## src/rtl/corr_tap_pkg.sv

```systemverilog
// Package: corr_tap_pkg
// Shared constants and helpers for the correlator tap stage.
// Assumes tap counts are at least 2.
package corr_tap_pkg;

    // Default number of taps in one stage
    localparam int unsigned DEF_TAPS = 32;

    // Bits needed to hold a count from 0 up to and including n
    function automatic int unsigned score_width(input int unsigned n);
        return $clog2(n + 1);
    endfunction

endpackage

```

## src/rtl/tap_shift_line.sv

```systemverilog
// Module: tap_shift_line
// Serial shift register used for the data line and both preload chains.
// A new bit enters position 0 when shift_en is high; the others move up
// by one and the top position is discarded. Assumes synchronous active-low
// reset clears the whole line.
module tap_shift_line #(
    parameter int unsigned N = 32
) (
    input  logic         clk,
    input  logic         rst_n,
    input  logic         shift_en,
    input  logic         bit_in,
    output logic [N-1:0] bits
);

    // Shift one position towards the top when enabled
    always_ff @(posedge clk) begin
        if (!rst_n) begin
            bits <= '0;
        end else if (shift_en) begin
            bits <= {bits[N-2:0], bit_in};
        end
    end

endmodule

```

## src/rtl/tap_active_bank.sv

```systemverilog
// Module: tap_active_bank
// Active reference and mask registers of the taps. Both are copied from
// the preload chains on an edge with xfer_n low; otherwise they hold.
// Assumes the preload inputs are the registered chain outputs, so a load
// on the same edge as a transfer is not seen by that transfer.
module tap_active_bank #(
    parameter int unsigned N = 32
) (
    input  logic         clk,
    input  logic         rst_n,
    input  logic         xfer_n,
    input  logic [N-1:0] pre_ref,
    input  logic [N-1:0] pre_mask,
    output logic [N-1:0] act_ref,
    output logic [N-1:0] act_mask
);

    // Copy both preload chains into the active taps on transfer
    always_ff @(posedge clk) begin
        if (!rst_n) begin
            act_ref  <= '0;
            act_mask <= '0;
        end else if (!xfer_n) begin
            act_ref  <= pre_ref;
            act_mask <= pre_mask;
        end
    end

endmodule

```

## src/rtl/tap_match_count.sv

```systemverilog
// Module: tap_match_count
// Per-tap masked equality compare followed by a registered population
// count. Assumes SW is wide enough to hold N.
module tap_match_count #(
    parameter int unsigned N  = 32,
    parameter int unsigned SW = 6
) (
    input  logic          clk,
    input  logic          rst_n,
    input  logic [N-1:0]  data,
    input  logic [N-1:0]  ref_bits,
    input  logic [N-1:0]  mask_bits,
    output logic [SW-1:0] score
);

    logic [N-1:0]  hit;
    logic [SW-1:0] count;

    // One masked equality cell per tap
    for (genvar g = 0; g < N; g++) begin : g_cell
        assign hit[g] = (data[g] ~^ ref_bits[g]) & mask_bits[g];
    end

    // Count the taps that scored
    always_comb begin
        count = '0;
        for (int i = 0; i < N; i++) begin
            count = count + SW'(hit[i]);
        end
    end

    // Register the count
    always_ff @(posedge clk) begin
        if (!rst_n) begin
            score <= '0;
        end else begin
            score <= count;
        end
    end

endmodule

```

## src/rtl/corr_tap_stage.sv

```systemverilog
// Module: corr_tap_stage
// One stage of a binary correlator: data shift line, double-buffered
// reference and mask patterns loaded serially, and a registered count of
// matching unmasked taps. Tap 0 holds the newest data bit and pairs with
// the most recently loaded reference and mask bits. Assumes load strobes
// are single-cycle pulses synchronous to clk.
module corr_tap_stage
    import corr_tap_pkg::*;
#(
    parameter int unsigned NTAPS = DEF_TAPS,
    localparam int unsigned SW   = score_width(NTAPS)
) (
    input  logic          clk,
    input  logic          rst_n,
    input  logic          chain_sel,
    input  logic          ext_din,
    input  logic          chain_din,
    input  logic          ref_load,
    input  logic          ref_bit,
    input  logic          mask_load,
    input  logic          mask_bit,
    input  logic          xfer_n,
    output logic          data_out,
    output logic          ref_out,
    output logic [SW-1:0] score
);

    logic             din_sel;
    logic [NTAPS-1:0] data_sr;
    logic [NTAPS-1:0] pre_ref;
    logic [NTAPS-1:0] pre_mask;
    logic [NTAPS-1:0] act_ref;
    logic [NTAPS-1:0] act_mask;

    // Choose the data source for tap 0
    assign din_sel = chain_sel ? chain_din : ext_din;

    tap_shift_line #(.N(NTAPS)) u_data (
        .clk      (clk),
        .rst_n    (rst_n),
        .shift_en (1'b1),
        .bit_in   (din_sel),
        .bits     (data_sr)
    );

    tap_shift_line #(.N(NTAPS)) u_pre_ref (
        .clk      (clk),
        .rst_n    (rst_n),
        .shift_en (ref_load),
        .bit_in   (ref_bit),
        .bits     (pre_ref)
    );

    tap_shift_line #(.N(NTAPS)) u_pre_mask (
        .clk      (clk),
        .rst_n    (rst_n),
        .shift_en (mask_load),
        .bit_in   (mask_bit),
        .bits     (pre_mask)
    );

    tap_active_bank #(.N(NTAPS)) u_active (
        .clk      (clk),
        .rst_n    (rst_n),
        .xfer_n   (xfer_n),
        .pre_ref  (pre_ref),
        .pre_mask (pre_mask),
        .act_ref  (act_ref),
        .act_mask (act_mask)
    );

    tap_match_count #(.N(NTAPS), .SW(SW)) u_count (
        .clk       (clk),
        .rst_n     (rst_n),
        .data      (data_sr),
        .ref_bits  (act_ref),
        .mask_bits (act_mask),
        .score     (score)
    );

    // Chain outputs are taken straight from the last positions
    assign data_out = data_sr[NTAPS-1];
    assign ref_out  = pre_ref[NTAPS-1];

endmodule

```

## config.mk

```make
export PLATFORM = sky130hd
export DESIGN_NAME = corr_tap_stage
export DESIGN_NICKNAME = d
export VERILOG_FILES = /design/src/rtl/corr_tap_pkg.sv /design/src/rtl/tap_shift_line.sv /design/src/rtl/tap_active_bank.sv /design/src/rtl/tap_match_count.sv /design/src/rtl/corr_tap_stage.sv
export SDC_FILE = /design/constraint.sdc
export NUM_CORES = 1
export LEC_CHECK = 0
export BUFFER_PORTS_ARGS = -buffer_cell sky130_fd_sc_hd__buf_4
export CAP_MARGIN = 40
export CORE_MARGIN = 3
export CORE_UTILIZATION = 62
export DETAILED_ROUTE_END_ITERATION = 8
export PLACE_DENSITY_LB_ADDON = 0.25
export SKIP_CTS_REPAIR_TIMING = 1
export SYNTH_ARGS = -nofsm -noshare
export SYNTH_HDL_FRONTEND = slang
export SYNTH_SLANG_ARGS = --single-unit
```

## constraint.sdc

```tcl
create_clock -name clk -period 6.3 [get_ports clk]
set_input_delay 0.63 -clock clk [delete_from_list [all_inputs] [get_ports clk]]
set_output_delay 0.63 -clock clk [all_outputs]
set_load 0.005 [all_outputs]
```

==> implementation parameters, run 1 <==
Parameter                              Value

Route
  Antenna violation net count after detailed routing ... 0
  DRT Pass-1 Iters ... 7
  WL per Instance ... 14.34 um
  Number of DRC markers in iteration 0 ... 106
  Via count of the routed design ... 3975
  # DRC ... 0
  Number of vias per cell after detailed routing ... 5.096
  Total Wirelength ... 11180 um

Floorplanning
  Placeable Area ... 0.01046 mm2
  Initial Utilization ... 64.33%
  Die W ... 110.2 um
  Io pins ... 18
  Y dimension of the die ... 110.2 um
  Row Count ... 37
  Die Footprint ... 0.01214 mm2

Clock network
  Worst skew pair latency ... 0.53 ns
  TritonCTS Buffers ... 17
  Clock transition time at the flip-flop clock pins of the worst setup and hold paths ... 0.06 ns
  TritonCTS Sinks ... 166
  TritonCTS clock tree ... yes
  H-Tree Level Count ... 4
  Maximum number of buffers from clock root to sink ... 2
  Cell at the root of the clock tree ... sky130_fd_sc_hd__clkbuf_8

Setup path
  Register-to-register setup slack ... 0.94 ns
  Launching element of the worst setup path ... u_active.act_ref[0]$_SDFFE_PN0N_
  Worst setup path end ... u_count.score[4]$_SDFF_PN0_
  Category of the critical setup timing path ... reg -> reg
  End of the worst register-to-register path ... u_count.score[4]$_SDFF_PN0_
  Maximum fanout along the worst path ... 2
  Critical path launch point type ... flip-flop
  Type of element capturing the critical path ... flip-flop
  Worst reg2reg path depth ... 17
  Origin of the critical flop-to-flop path ... u_active.act_ref[0]$_SDFFE_PN0N_
  Arrival time of the worst setup path ... 5.83 ns
  Required time of the critical path ... 6.77 ns

STA
  Share of the clock period used by the worst path after layout ... 85.16%
  Max transition margin ... 41.54%
  Transition at the pin with the smallest max-transition slack ... 0.8770 ns
  Number of hold violations in the final report ... 0
  Max Freq ... 186.4 MHz
  Shortest clock period the worst path allows after layout ... 5.365 ns
  Unrepaired setup endpoints after global routing ... no
  Final hold slack ... 0.3331 ns
  Total of endpoints with negative setup slack in the final report ... 0
  Final worst clock skew ... 0.006809 ns
  Total count of max-transition violations in the final report ... 0
  Sum of negative setup slack ... 0 ns

Cells and area
  Final #Nets ... 673
  Fraction of the core area covered by cells at the end of the flow ... 71.17%
  Most frequent cells in the layout ... sky130_fd_sc_hd__dfxtp_1, sky130_fd_sc_hd__nor2_1, sky130_fd_sc_hd__mux2i_1
  Fraction of final layout cells sized beyond drive strength 1 ... 8.075%
  Most frequent standard cell in the layout excluding fill and tap cells ... sky130_fd_sc_hd__dfxtp_1
  Cell area after layout ... 0.007446 mm2
  Count of inserted antenna diode cells ... 0
  Area overhead of the layout relative to synthesis ... 10.63%

Yosys
  Mean cell area of the mapped netlist ... 10.77 um2
  Multiplexer share of the synthesized area ... 19.33%
  Simple-gate share of the synthesized area ... 12.99%
  Sequential share of the synthesized area ... 49.38%
  Flip-flop and latch count after synthesis ... 166
  Adder-Cell Fraction of Synth Area ... 8.626%
  Count of warnings emitted by yosys ... 0
  Number of instances in the synthesized netlist ... 625
  Post-synthesis net count ... 667
  Area fraction in compound gates after synthesis ... 0.4090%
  Mapped cell area ... 0.006730 mm2
  Yosys cell types ... 22
  Main combinational cell family by area after synthesis ... multiplexers
  Synthesized-area fraction occupied by xor and xnor cells ... 4.294%

Pwr
  Static Leakage ... 3.246 nW
  Total power divided by cell area ... 294.7 mW/mm2
  Max rail drop VDD ... 0.2356 mV

Placed design
  Final estimated routing congestion in global placement ... 0.8308
  HPWL reported at the end of detailed placement ... 7211 um
  Number of I/O port buffers ... 17
  Area of placed instances ... 0.006824 mm2

Run
  MaxCap Viol Count ... 0

Global route
  Vias in the first global route ... 4109
  Total global-route track usage ... 20.99%
  Wire length of the first global-routing pass ... 19470 um
  Pin count of the biggest net entering global routing ... 90
  Initial antenna violation count ... 0
  Grt total ovfl ... 0

Worst hold path
  Type of the most critical hold path ... in -> reg

Status
  Result of the run ... complete, no violations
report_power, final:
part           leakage [nW]  internal (mW)  total [mW]  switching [mW]
clock network         0.301          0.664        1.07           0.405
logic                  1.61         0.0265      0.0689          0.0424
registers              1.34           1.05        1.06         0.00249
total                  3.25           1.74        2.19           0.450
per-layer routing:
layer	vias up	routed length, um	track usage, %
met3	20	383	7.397
met2	53	5109	31.89
met4	0	255	9.235
met5	-	0	0
li1	2017	-	-
met1	1885	5436	27.11
logic make-up (layout without fill, tap and decap cells):
family                     count (synthesis)  count (layout)
buffers and inverters                     57              76
adders and majority gates                 32              32
DFF                                      166             166
and+or+nand+nor                          203             203
muxes                                    130             130
AOI/OAI and AO/OA                          4               4
xor gates and xnor gates                  33              33
cell usage after synthesis, drive strengths merged:
cell type  number  area, um2
fa             24      480.5
nor3            1      5.000
dfxtp         166       3323
nand3           1      5.000
inv            25      93.84
o21ba           1      10.01
buf            25      214.0
xnor2          32      280.3
nand2b          2      12.51
and3b           1      8.760
a21boi          1      7.510
mux2i         130       1301
and2           40      250.2
xor2            1      8.760
ha              8      100.1
nor2          133      499.2
a21oi           2      10.01
nand2          25      93.84
clkbuf          7      26.28
state kept, by name, summed over array words and instances, names as in the netlist:
signal,count
u_active.act_mask,32
u_active.act_ref,32
u_count.score,6
u_data.bits,32
u_pre_mask.bits,32
u_pre_ref.bits,32
critical path: stages (launching register included):
cell and delay, ns:
sky130_fd_sc_hd__dfxtp_1 0.32, sky130_fd_sc_hd__xnor2_1 0.12, sky130_fd_sc_hd__and2_1 0.16, sky130_fd_sc_hd__ha_1 0.27
sky130_fd_sc_hd__inv_1 0.06, sky130_fd_sc_hd__fa_1 0.50, sky130_fd_sc_hd__fa_1 0.52, sky130_fd_sc_hd__fa_1 0.52
sky130_fd_sc_hd__fa_1 0.51, sky130_fd_sc_hd__fa_1 0.55, sky130_fd_sc_hd__inv_1 0.06, sky130_fd_sc_hd__fa_1 0.56
sky130_fd_sc_hd__fa_1 0.19, sky130_fd_sc_hd__inv_1 0.05, sky130_fd_sc_hd__fa_1 0.40, sky130_fd_sc_hd__nand2b_1 0.16
sky130_fd_sc_hd__a21oi_1 0.15, sky130_fd_sc_hd__mux2i_1 0.19
per-stage QoR:
stage / setup slack, ns / total power, mW / instances
2_1_floorplan: 1.119 / 1.141 / 625
3_5_place_dp: 0.9320 / 1.149 / 748
3_3_place_gp: 1.006 / 1.146 / 747
6_report: 0.9350 / 2.195 / 780
4_1_cts: 0.9083 / 2.213 / 780
5_1_grt: 0.7027 / 2.269 / 780
final cells by class:
cell class	count	area [um2]
clock inverters	12	176.4
flip-flops and latches	166	3323
inverters	25	95.09
multi-input cells	402	3073
clock buffers	20	445.4
repair buffers	19	162.7
well taps	136	170.2
fillers	771	3017
worst min-delay path by stage:
stage | end | start | depth (start not counted)
5_1_grt | u_pre_ref.bits[0]$_SDFFE_PN0P_ | ref_bit | 3
4_1_cts | u_pre_mask.bits[0]$_SDFFE_PN0P_ | mask_bit | 3
3_3_place_gp | u_data.bits[6]$_SDFF_PN0_ | u_data.bits[5]$_SDFF_PN0_ | 1
2_1_floorplan | u_data.bits[3]$_SDFF_PN0_ | u_data.bits[2]$_SDFF_PN0_ | 1
6_report | u_pre_ref.bits[0]$_SDFFE_PN0P_ | ref_bit | 3
3_5_place_dp | u_data.bits[4]$_SDFF_PN0_ | u_data.bits[3]$_SDFF_PN0_ | 1
Power figures use the tool's default switching activity.
==> run 2: changes to the inputs <==
--- a/config.mk
+++ b/config.mk
@@ -5,10 +5,11 @@
 export SDC_FILE = /design/constraint.sdc
 export NUM_CORES = 1
 export LEC_CHECK = 0
+export ABC_AREA = 1
 export BUFFER_PORTS_ARGS = -buffer_cell sky130_fd_sc_hd__buf_4
 export CAP_MARGIN = 40
 export CORE_MARGIN = 3
-export CORE_UTILIZATION = 62
+export CORE_UTILIZATION = 61
 export DETAILED_ROUTE_END_ITERATION = 8
 export PLACE_DENSITY_LB_ADDON = 0.25
 export SKIP_CTS_REPAIR_TIMING = 1
==> run 2 against run 1 <==
Against the previous run:
- non-clock buffer count increased by 2
- cell count increased by 25%
- clock-buffer cell count unchanged
==> implementation parameters, run 2 <==
Parameter                              Value

Status
  Result of the run ... complete, no violations

Yosys
  Mean cell area of the mapped netlist ... 8.002 um2 (-26%)
  Top cells by instance count after synthesis ... sky130_fd_sc_hd__nor2_1, sky130_fd_sc_hd__dfxtp_1, sky130_fd_sc_hd__o21ai_0
  Most numerous cell in the Yosys netlist ... sky130_fd_sc_hd__nor2_1
  Mapped cell area ... 0.006618 mm2 (-1.7%)
  Post-synthesis net count ... 869 (+30%)
  Number of instances in the synthesized netlist ... 827 (+32%)
  Ys async rst share ... 0% (unchanged)
  Fraction of post-synthesis cell area in the top cell type by area ... 50.22% (+0.84 points)
  Dominant cells by area after synthesis ... sky130_fd_sc_hd__dfxtp_1, sky130_fd_sc_hd__nor2_1, sky130_fd_sc_hd__o21ai_0
  Sequential share of the synthesized area ... 50.22% (+0.84 points)
  Yosys cell types ... 18 (-18%)
  Most instantiated flip-flop cell in the synthesis netlist ... sky130_fd_sc_hd__dfxtp_1
  Count of warnings emitted by yosys ... 0 (unchanged)
  Flip-flop and latch count after synthesis ... 166 (unchanged)
  Top cell type by total area after synthesis ... sky130_fd_sc_hd__dfxtp_1
  Number of flops mapped to enable cells by yosys ... 0 (unchanged)

Global route
  Wire length of the first global-routing pass ... 22330 um (+15%)
  Total global-route track usage ... 23.82% (+2.8 points)
  Grt total ovfl ... 0 (unchanged)
  Vias in the first global route ... 4900 (+19%)
  Initial antenna violation count ... 0 (unchanged)
  Pin count of the biggest net entering global routing ... 102 (+13%)

Floorplanning
  Die W ... 110.2 um (about the same)
  Row Count ... 37 (unchanged)
  Die Footprint ... 0.01213 mm2 (about the same)
  Y dimension of the die ... 110.2 um (about the same)
  Initial Utilization ... 63.53% (-0.80 points)
  Placeable Area ... 0.01042 mm2 (-0.44%)
  Io pins ... 18 (unchanged)

STA
  Shortest clock period the worst path allows after layout ... 5.336 ns (-0.02906 ns)
  Total count of max-transition violations in the final report ... 0 (unchanged)
  Final setup margin ... 0.9641 ns (+0.02906 ns)
  Share of the clock period used by the worst path after layout ... 84.70% (-0.46 points)
  Number of hold violations in the final report ... 0 (unchanged)
  Sum of negative setup slack ... 0 ns (unchanged)
  Max transition margin ... 46.07% (+4.5 points)
  Unrepaired setup endpoints after global routing ... no
  Transition at the pin with the smallest max-transition slack ... 0.8089 ns (-0.06804 ns)
  Final worst clock skew ... 0.006243 ns (-0.0005661 ns)
  Total of endpoints with negative setup slack in the final report ... 0 (unchanged)
  Max Freq ... 187.4 MHz (+0.54%)

Run
  MaxCap Viol Count ... 0 (unchanged)

Pwr
  Comb power frac ... 18.2% (+15 points)
  Static Leakage ... 3.455 nW (+6.4%)
  Power Internal ... 2.035 mW (+17%)
  Power share of the sequential group ... 41.3% (-6.8 points)
  Fraction of power spent switching nets ... 27.08% (+6.6 points)
  Max rail drop VDD ... 0.3281 mV (+39%)
  Total power divided by cell area ... 376.3 mW/mm2 (+28%)
  Net switching power figure ... 0.7560 mW (+68%)
  Proportion of power drawn by the clock network ... 40.5% (-8.2 points)

Route
  WL per Instance ... 13.78 um (-3.9%)
  Number of DRC markers in iteration 0 ... 493 (+370%)
  Number of vias per cell after detailed routing ... 5.229 (+2.6%)
  DRT Pass-1 Iters ... 5 (-2)
  Via count of the routed design ... 5083 (+28%)
  Total Wirelength ... 13390 um (+20%)
  Antenna violation net count after detailed routing ... 0 (unchanged)
  # DRC ... 0 (unchanged)

Cells and area
  Area occupied by multi-input gates ... 0.002779 mm2 (-9.6%)
  Most frequent standard cell in the layout excluding fill and tap cells ... sky130_fd_sc_hd__nor2_1
  Cell area after layout ... 0.007417 mm2 (-0.39%)
  Count of non-filler cells in the finished layout ... 972 (+25%)
  Final #Nets ... 866 (+29%)
  Most frequent cells in the layout ... sky130_fd_sc_hd__nor2_1, sky130_fd_sc_hd__dfxtp_1, sky130_fd_sc_hd__o21ai_0
  Fillers ... 803 (+4.2%)
  Area used by sequential logic in the layout ... 0.003323 mm2 (unchanged)
  Fraction of the core area covered by cells at the end of the flow ... 71.21% (about the same)
  Fraction of final layout cells sized beyond drive strength 1 ... 6.459% (-1.6 points)
  Area overhead of the layout relative to synthesis ... 12.08%
  Count of inserted antenna diode cells ... 0 (unchanged)

Setup path
  Required time of the critical path ... 6.72 ns (-0.05 ns)
  Critical path launch point type ... flip-flop
  Arrival time of the worst setup path ... 5.76 ns (-0.07 ns)
  Maximum fanout along the worst path ... 2 (unchanged)
  Register-to-register setup slack ... 0.96 ns (+0.03 ns)
  End of the worst register-to-register path ... u_count.score[4]$_SDFF_PN0_
  Worst reg2reg path depth ... 20 (+3)
  Category of the critical setup timing path ... reg -> reg
  Type of element capturing the critical path ... flip-flop
  Origin of the critical flop-to-flop path ... u_data.bits[0]$_SDFF_PN0_

Placed design
  Placed instance count ... 941 (+26%)
  Number of I/O port buffers ... 17 (unchanged)
  Area of placed instances ... 0.006766 mm2 (-0.84%)
  Final estimated routing congestion in global placement ... 0.8176 (-1.6%)
  Post-place setup slack ... 1.002 ns (+0.06957 ns)
  HPWL reported at the end of detailed placement ... 8541 um (+18%)

Worst hold path
  Cells on Worst Hold Path ... 2 (-1)
  Capture endpoint of the worst hold path ... u_data.bits[0]$_SDFF_PN0_
  Type of the most critical hold path ... in -> reg
  Beginning of the worst hold path ... chain_sel

Clock network
  Clock transition time at the flip-flop clock pins of the worst setup and hold paths ... 0.06 ns (about the same)
  Maximum number of buffers from clock root to sink ... 2 (unchanged)
  Cell at the root of the clock tree ... sky130_fd_sc_hd__clkbuf_8
  H-Tree Level Count ... 4 (unchanged)
  TritonCTS clock tree ... yes
  TritonCTS Buffers ... 17 (unchanged)
  Worst skew pair latency ... 0.53 ns (about the same)
  TritonCTS Sinks ... 166 (unchanged)
## run 2: cell count changes after synthesis, moves of 13 or more
cell	before	now
sky130_fd_sc_hd__xnor2_1	32	19
sky130_fd_sc_hd__o21ai_0	0	122
sky130_fd_sc_hd__nor2_1	133	264
sky130_fd_sc_hd__inv_1	24	78
sky130_fd_sc_hd__mux2i_1	130	0
sky130_fd_sc_hd__nand2_1	25	65
sky130_fd_sc_hd__buf_2	3	25
sky130_fd_sc_hd__and2_1	40	0
sky130_fd_sc_hd__o21ai_1	0	20
## run 2: metrics by stage
stage	hold slack, ns	power [mW]
2_1_floorplan	0.4071	1.545
3_3_place_gp	0.4179	1.633
3_5_place_dp	0.4206	1.677
4_1_cts	0.3107	2.800
5_1_grt	0.3170	2.931
6_report	0.3374	2.791
## run 2: kinds of logic after synthesis
logic type,count (synthesis),synth area share [%]
compound gates,156,11.80
xor+xnor,19,2.515
fa+ha+maj,32,8.773
buf+inv,122,7.790
flops,166,50.22
simple gates,332,18.91
## run 2: power by group through the flow
stage | sequential (mW) | clock, mW | combinational, mW
floorplan | 1.16 | 0 | 0.381
global placement | 1.17 | 0 | 0.463
detailed placement | 1.17 | 0 | 0.504
CTS | 1.15 | 1.14 | 0.509
global route | 1.16 | 1.19 | 0.581
finish | 1.15 | 1.13 | 0.509
## run 2: cell type report
class	instances	share of cell area [%]
repair buffers	21	2.665
clock buffers	20	6.140
well taps	136	2.294
multi-input cells	539	37.47
flip-flops and latches	166	44.80
inverters	79	3.998
clock inverters	11	2.632
## run 2: routing by layer
metal / share of wire, % / track usage [%] / vias up
li1: - / - / 2545
met1: 46 / 30.09 / 2387
met2: 47 / 39.04 / 131
met3: 5.0 / 6.174 / 20
met4: 1.6 / 9.675 / 0
met5: 0 / 0 / -
## run 2: worst max path at each step
stage | start | end | cells after the start
after floorplan | u_data.bits[0]$_SDFF_PN0_ | u_count.score[4]$_SDFF_PN0_ | 20
after global placement | u_data.bits[1]$_SDFF_PN0_ | u_count.score[4]$_SDFF_PN0_ | 20
after detailed placement | u_data.bits[0]$_SDFF_PN0_ | u_count.score[4]$_SDFF_PN0_ | 20
after CTS | u_data.bits[0]$_SDFF_PN0_ | u_count.score[4]$_SDFF_PN0_ | 20
after global routing | u_data.bits[0]$_SDFF_PN0_ | u_count.score[4]$_SDFF_PN0_ | 21
final | u_data.bits[0]$_SDFF_PN0_ | u_count.score[4]$_SDFF_PN0_ | 20
## run 2: critical path: stages (launching register included)
cell and delay (ns):
sky130_fd_sc_hd__dfxtp_1 0.35, sky130_fd_sc_hd__inv_1 0.06, sky130_fd_sc_hd__o21ai_0 0.16, sky130_fd_sc_hd__a21oi_1 0.07, sky130_fd_sc_hd__ha_1 0.28, sky130_fd_sc_hd__inv_1 0.05, sky130_fd_sc_hd__fa_1 0.50, sky130_fd_sc_hd__fa_1 0.52
sky130_fd_sc_hd__fa_1 0.52, sky130_fd_sc_hd__fa_1 0.52, sky130_fd_sc_hd__fa_1 0.55, sky130_fd_sc_hd__inv_1 0.06, sky130_fd_sc_hd__fa_1 0.50, sky130_fd_sc_hd__fa_1 0.46, sky130_fd_sc_hd__inv_1 0.08, sky130_fd_sc_hd__fa_1 0.19
sky130_fd_sc_hd__inv_1 0.05, sky130_fd_sc_hd__nand2_1 0.08, sky130_fd_sc_hd__nand2_1 0.07, sky130_fd_sc_hd__a21oi_1 0.12, sky130_fd_sc_hd__nor2_1 0.05
==> run 3: changes to the inputs <==
--- a/config.mk
+++ b/config.mk
@@ -5,11 +5,11 @@
 export SDC_FILE = /design/constraint.sdc
 export NUM_CORES = 1
 export LEC_CHECK = 0
-export ABC_AREA = 1
+export ABC_AREA = 0
 export BUFFER_PORTS_ARGS = -buffer_cell sky130_fd_sc_hd__buf_4
 export CAP_MARGIN = 40
 export CORE_MARGIN = 3
-export CORE_UTILIZATION = 61
+export CORE_UTILIZATION = 56
 export DETAILED_ROUTE_END_ITERATION = 8
 export PLACE_DENSITY_LB_ADDON = 0.25
 export SKIP_CTS_REPAIR_TIMING = 1
==> constraint.sdc (replaced) <==
create_clock -name clk -period 4.9 [get_ports clk]
set_input_delay 0.49 -clock clk [delete_from_list [all_inputs] [get_ports clk]]
set_output_delay 0.49 -clock clk [all_outputs]
set_load 0.005 [all_outputs]
==> run 3 against run 2 <==
Against the previous run:
- the run now ends with setup timing left
- cell count shrank 19%
- via count fell by 21%
- hold slack lost 0.038 ns
- non-clock buffer count unchanged
- clock skew up 0.0041 ns
- clock-buffer cell count down 1
- largest power group is now the clock network
==> implementation parameters, run 3 (synthesis gave the netlist of run 1 again) <==
Parameter                              Value

Status
  Result of the run ... finished with violations
  Violated checks ... setup timing

Setup path
  Worst setup path end ... u_count.score[4]$_SDFF_PN0_
  Required time of the critical path ... 5.26 ns (-1.46 ns)
  Worst reg2reg path depth ... 17 (-15%)
  Type of element capturing the critical path ... flip-flop
  Category of the critical setup timing path ... reg -> reg
  Launching element of the worst setup path ... u_data.bits[0]$_SDFF_PN0_
  Maximum fanout along the worst path ... 2 (unchanged)
  End of the worst register-to-register path ... u_count.score[4]$_SDFF_PN0_
  Critical path launch point type ... flip-flop
  Register-to-register setup slack ... -0.13 ns (-1.10 ns)
  Arrival time of the worst setup path ... 5.39 ns (-0.37 ns)
  Origin of the critical flop-to-flop path ... u_data.bits[0]$_SDFF_PN0_

Route
  Antenna violation net count after detailed routing ... 0 (unchanged)
  WL per Instance ... 14.85 um (+7.8%)
  Via count of the routed design ... 4022 (-21%)
  Number of vias per cell after detailed routing ... 5.098 (-2.5%)
  Total Wirelength ... 11720 um (-13%)
  # DRC ... 0 (unchanged)
  DRT Pass-1 Iters ... 4 (-1)
  Number of DRC markers in iteration 0 ... 185 (-62%)

Global route
  Vias in the first global route ... 4063 (-17%)
  Met2 demand-to-capacity share in global routing ... 31.71% (-7.3 points)
  Initial antenna violation count ... 0 (unchanged)
  Routing usage on met1 ... 24.32% (-5.8 points)
  Total global-route track usage ... 19.28% (-4.5 points)
  Met3 usage in global routing ... 5.065% (-1.1 points)
  Pin count of the biggest net entering global routing ... 81 (-21%)
  Wire length of the first global-routing pass ... 19710 um (-12%)
  Grt total ovfl ... 0 (unchanged)
  GRT Max-Usage Layer ... met2

Pwr
  Proportion of power drawn by the clock network ... 49.9% (+9.4 points)
  Total power divided by cell area ... 384.1 mW/mm2 (+2.1%)
  Net switching power figure ... 0.5872 mW (-22%)
  Power Internal ... 2.305 mW (+13%)
  Post-layout power ... 2.892 mW (+3.6%)
  Max rail drop VDD ... 0.2897 mV (-12%)
  Fraction of power spent switching nets ... 20.31% (-6.8 points)
  Static Leakage ... 3.280 nW (-5.1%)
  Power share of the sequential group ... 47.0% (+5.7 points)
  Comb power frac ... 3.1% (-15 points)

Placed design
  Post-place setup slack ... -0.1191 ns (-1.121 ns)
  Number of I/O port buffers ... 17 (unchanged)
  Placed instance count ... 757 (-20%)
  Final estimated routing congestion in global placement ... 0.8016 (-2.0%)
  HPWL reported at the end of detailed placement ... 7475 um (-12%)

Floorplanning
  Row Count ... 39 (+5.4%)
  Y dimension of the die ... 115.6 um (+5.0%)
  Placeable Area ... 0.01156 mm2 (+11%)
  Die Footprint ... 0.01337 mm2 (+10%)
  Initial Utilization ... 58.20% (-5.3 points)
  Io pins ... 18 (unchanged)
  Die W ... 115.6 um (+5.0%)

STA
  Share of the clock period used by the worst path after layout ... 102.7% (+18 points)
  Transition at the pin with the smallest max-transition slack ... 0.7841 ns (-0.02483 ns)
  Number of hold violations in the final report ... 0 (unchanged)
  Shortest clock period the worst path allows after layout ... 5.032 ns (-0.3038 ns)
  Unrepaired setup endpoints after global routing ... yes
  Total of endpoints with negative setup slack in the final report ... 3 (+3)
  Total count of max-transition violations in the final report ... 0 (unchanged)
  Sum of negative setup slack ... -0.2286 ns (-0.2286 ns)
  Max transition margin ... 47.73% (+1.7 points)
  Final setup margin ... -0.1321 ns (-1.096 ns)
  Final worst clock skew ... 0.01035 ns (+0.004104 ns)
  Max Freq ... 198.7 MHz (+6.0%)

Cells and area
  Count of non-filler cells in the finished layout ... 789 (-19%)
  Fraction of final layout cells sized beyond drive strength 1 ... 10.22% (+3.8 points)
  Area overhead of the layout relative to synthesis ... 11.86%
  Count of inserted antenna diode cells ... 0 (unchanged)
  Most frequent standard cell in the layout excluding fill and tap cells ... sky130_fd_sc_hd__dfxtp_1
  Final #Nets ... 675 (-22%)
  Most frequent cells in the layout ... sky130_fd_sc_hd__dfxtp_1, sky130_fd_sc_hd__nor2_1, sky130_fd_sc_hd__mux2i_1
  Fraction of the core area covered by cells at the end of the flow ... 65.10% (-6.1 points)

Run
  MaxCap Viol Count ... 0 (unchanged)

Clock network
  H-Tree Level Count ... 4 (unchanged)
  Cell at the root of the clock tree ... sky130_fd_sc_hd__clkbuf_16
  TritonCTS Sinks ... 166 (unchanged)
  Worst skew pair latency ... 0.43 ns (-0.10 ns)
  TritonCTS Buffers ... 17 (unchanged)
  TritonCTS clock tree ... yes
  Clock transition time at the flip-flop clock pins of the worst setup and hold paths ... 0.06 ns (about the same)
  Maximum number of buffers from clock root to sink ... 2 (unchanged)

Worst hold path
  Beginning of the worst hold path ... ext_din
  Type of the most critical hold path ... in -> reg
  Cells on Worst Hold Path ... 3 (+1)
-- run 3: cell count changes in the layout (fill, tap and decap cells not counted), moves of 40 or more --
cell,before,now
sky130_fd_sc_hd__and2_1,0,40
sky130_fd_sc_hd__inv_1,78,22
sky130_fd_sc_hd__mux2i_1,0,130
sky130_fd_sc_hd__nand2_1,65,25
sky130_fd_sc_hd__nor2_1,264,133
sky130_fd_sc_hd__o21ai_0,122,0
-- run 3: cell type report --
class	instances	area, um2
Sequential cell	166	3326
Tap cell	143	178.9
Multi-Input combinational cell	402	3104
Clock inverter	13	202.7
Clock buffer	19	442.9
Fill cell	880	4036
Inverter	25	96.34
Timing Repair Buffer	21	177.7
-- run 3: worst max-delay path, stage by stage (launching register included) --
cell	delay (ns)
sky130_fd_sc_hd__dfxtp_2	0.32
sky130_fd_sc_hd__xnor2_1	0.11
sky130_fd_sc_hd__and2_1	0.16
sky130_fd_sc_hd__ha_1	0.28
sky130_fd_sc_hd__inv_2	0.04
sky130_fd_sc_hd__fa_1	0.49
sky130_fd_sc_hd__fa_1	0.44
sky130_fd_sc_hd__fa_1	0.52
sky130_fd_sc_hd__fa_1	0.44
sky130_fd_sc_hd__fa_1	0.55
sky130_fd_sc_hd__inv_1	0.05
sky130_fd_sc_hd__fa_1	0.52
sky130_fd_sc_hd__fa_2	0.23
sky130_fd_sc_hd__inv_2	0.04
sky130_fd_sc_hd__fa_2	0.33
sky130_fd_sc_hd__nand2b_4	0.15
sky130_fd_sc_hd__a21oi_2	0.13
sky130_fd_sc_hd__mux2i_1	0.18
-- run 3: power groups by stage --
stage                     Sequential, mW  Combinational, mW  Clock [mW]
after floorplan                     1.39             0.0802           0
after global placement              1.39             0.0880           0
after detailed placement            1.39             0.0907           0
after CTS                           1.36             0.0910        1.47
after global routing                1.36             0.0974        1.52
final                               1.36             0.0903        1.44
-- run 3: per-stage QoR --
stage / hold slack, ns / instance area, um2
floorplan: 0.4515 / 6746
global placement: 0.4557 / 6838
detailed placement: 0.4620 / 6865
CTS: 0.2898 / 7511
global route: 0.3277 / 7528
finish: 0.2997 / 7528
-- run 3: worst min-delay path by stage --
stage                                     end  slack [ns]
2_1_floorplan       u_data.bits[3]$_SDFF_PN0_        0.45
3_3_place_gp       u_data.bits[11]$_SDFF_PN0_        0.46
3_5_place_dp       u_data.bits[10]$_SDFF_PN0_        0.46
4_1_cts             u_data.bits[0]$_SDFF_PN0_        0.29
5_1_grt        u_pre_ref.bits[0]$_SDFFE_PN0P_        0.33
6_report            u_data.bits[0]$_SDFF_PN0_        0.30
-- run 3: per-layer routing --
| metal | vias up | share of wire [%] | routed length, um |
|---|---|---|---|
| met5 | - | 0 | 0 |
| met4 | 0 | 1.5 | 172 |
| met3 | 16 | 2.4 | 281 |
| met2 | 42 | 50 | 5902 |
| met1 | 1949 | 46 | 5360 |
| li1 | 2015 | - | - |
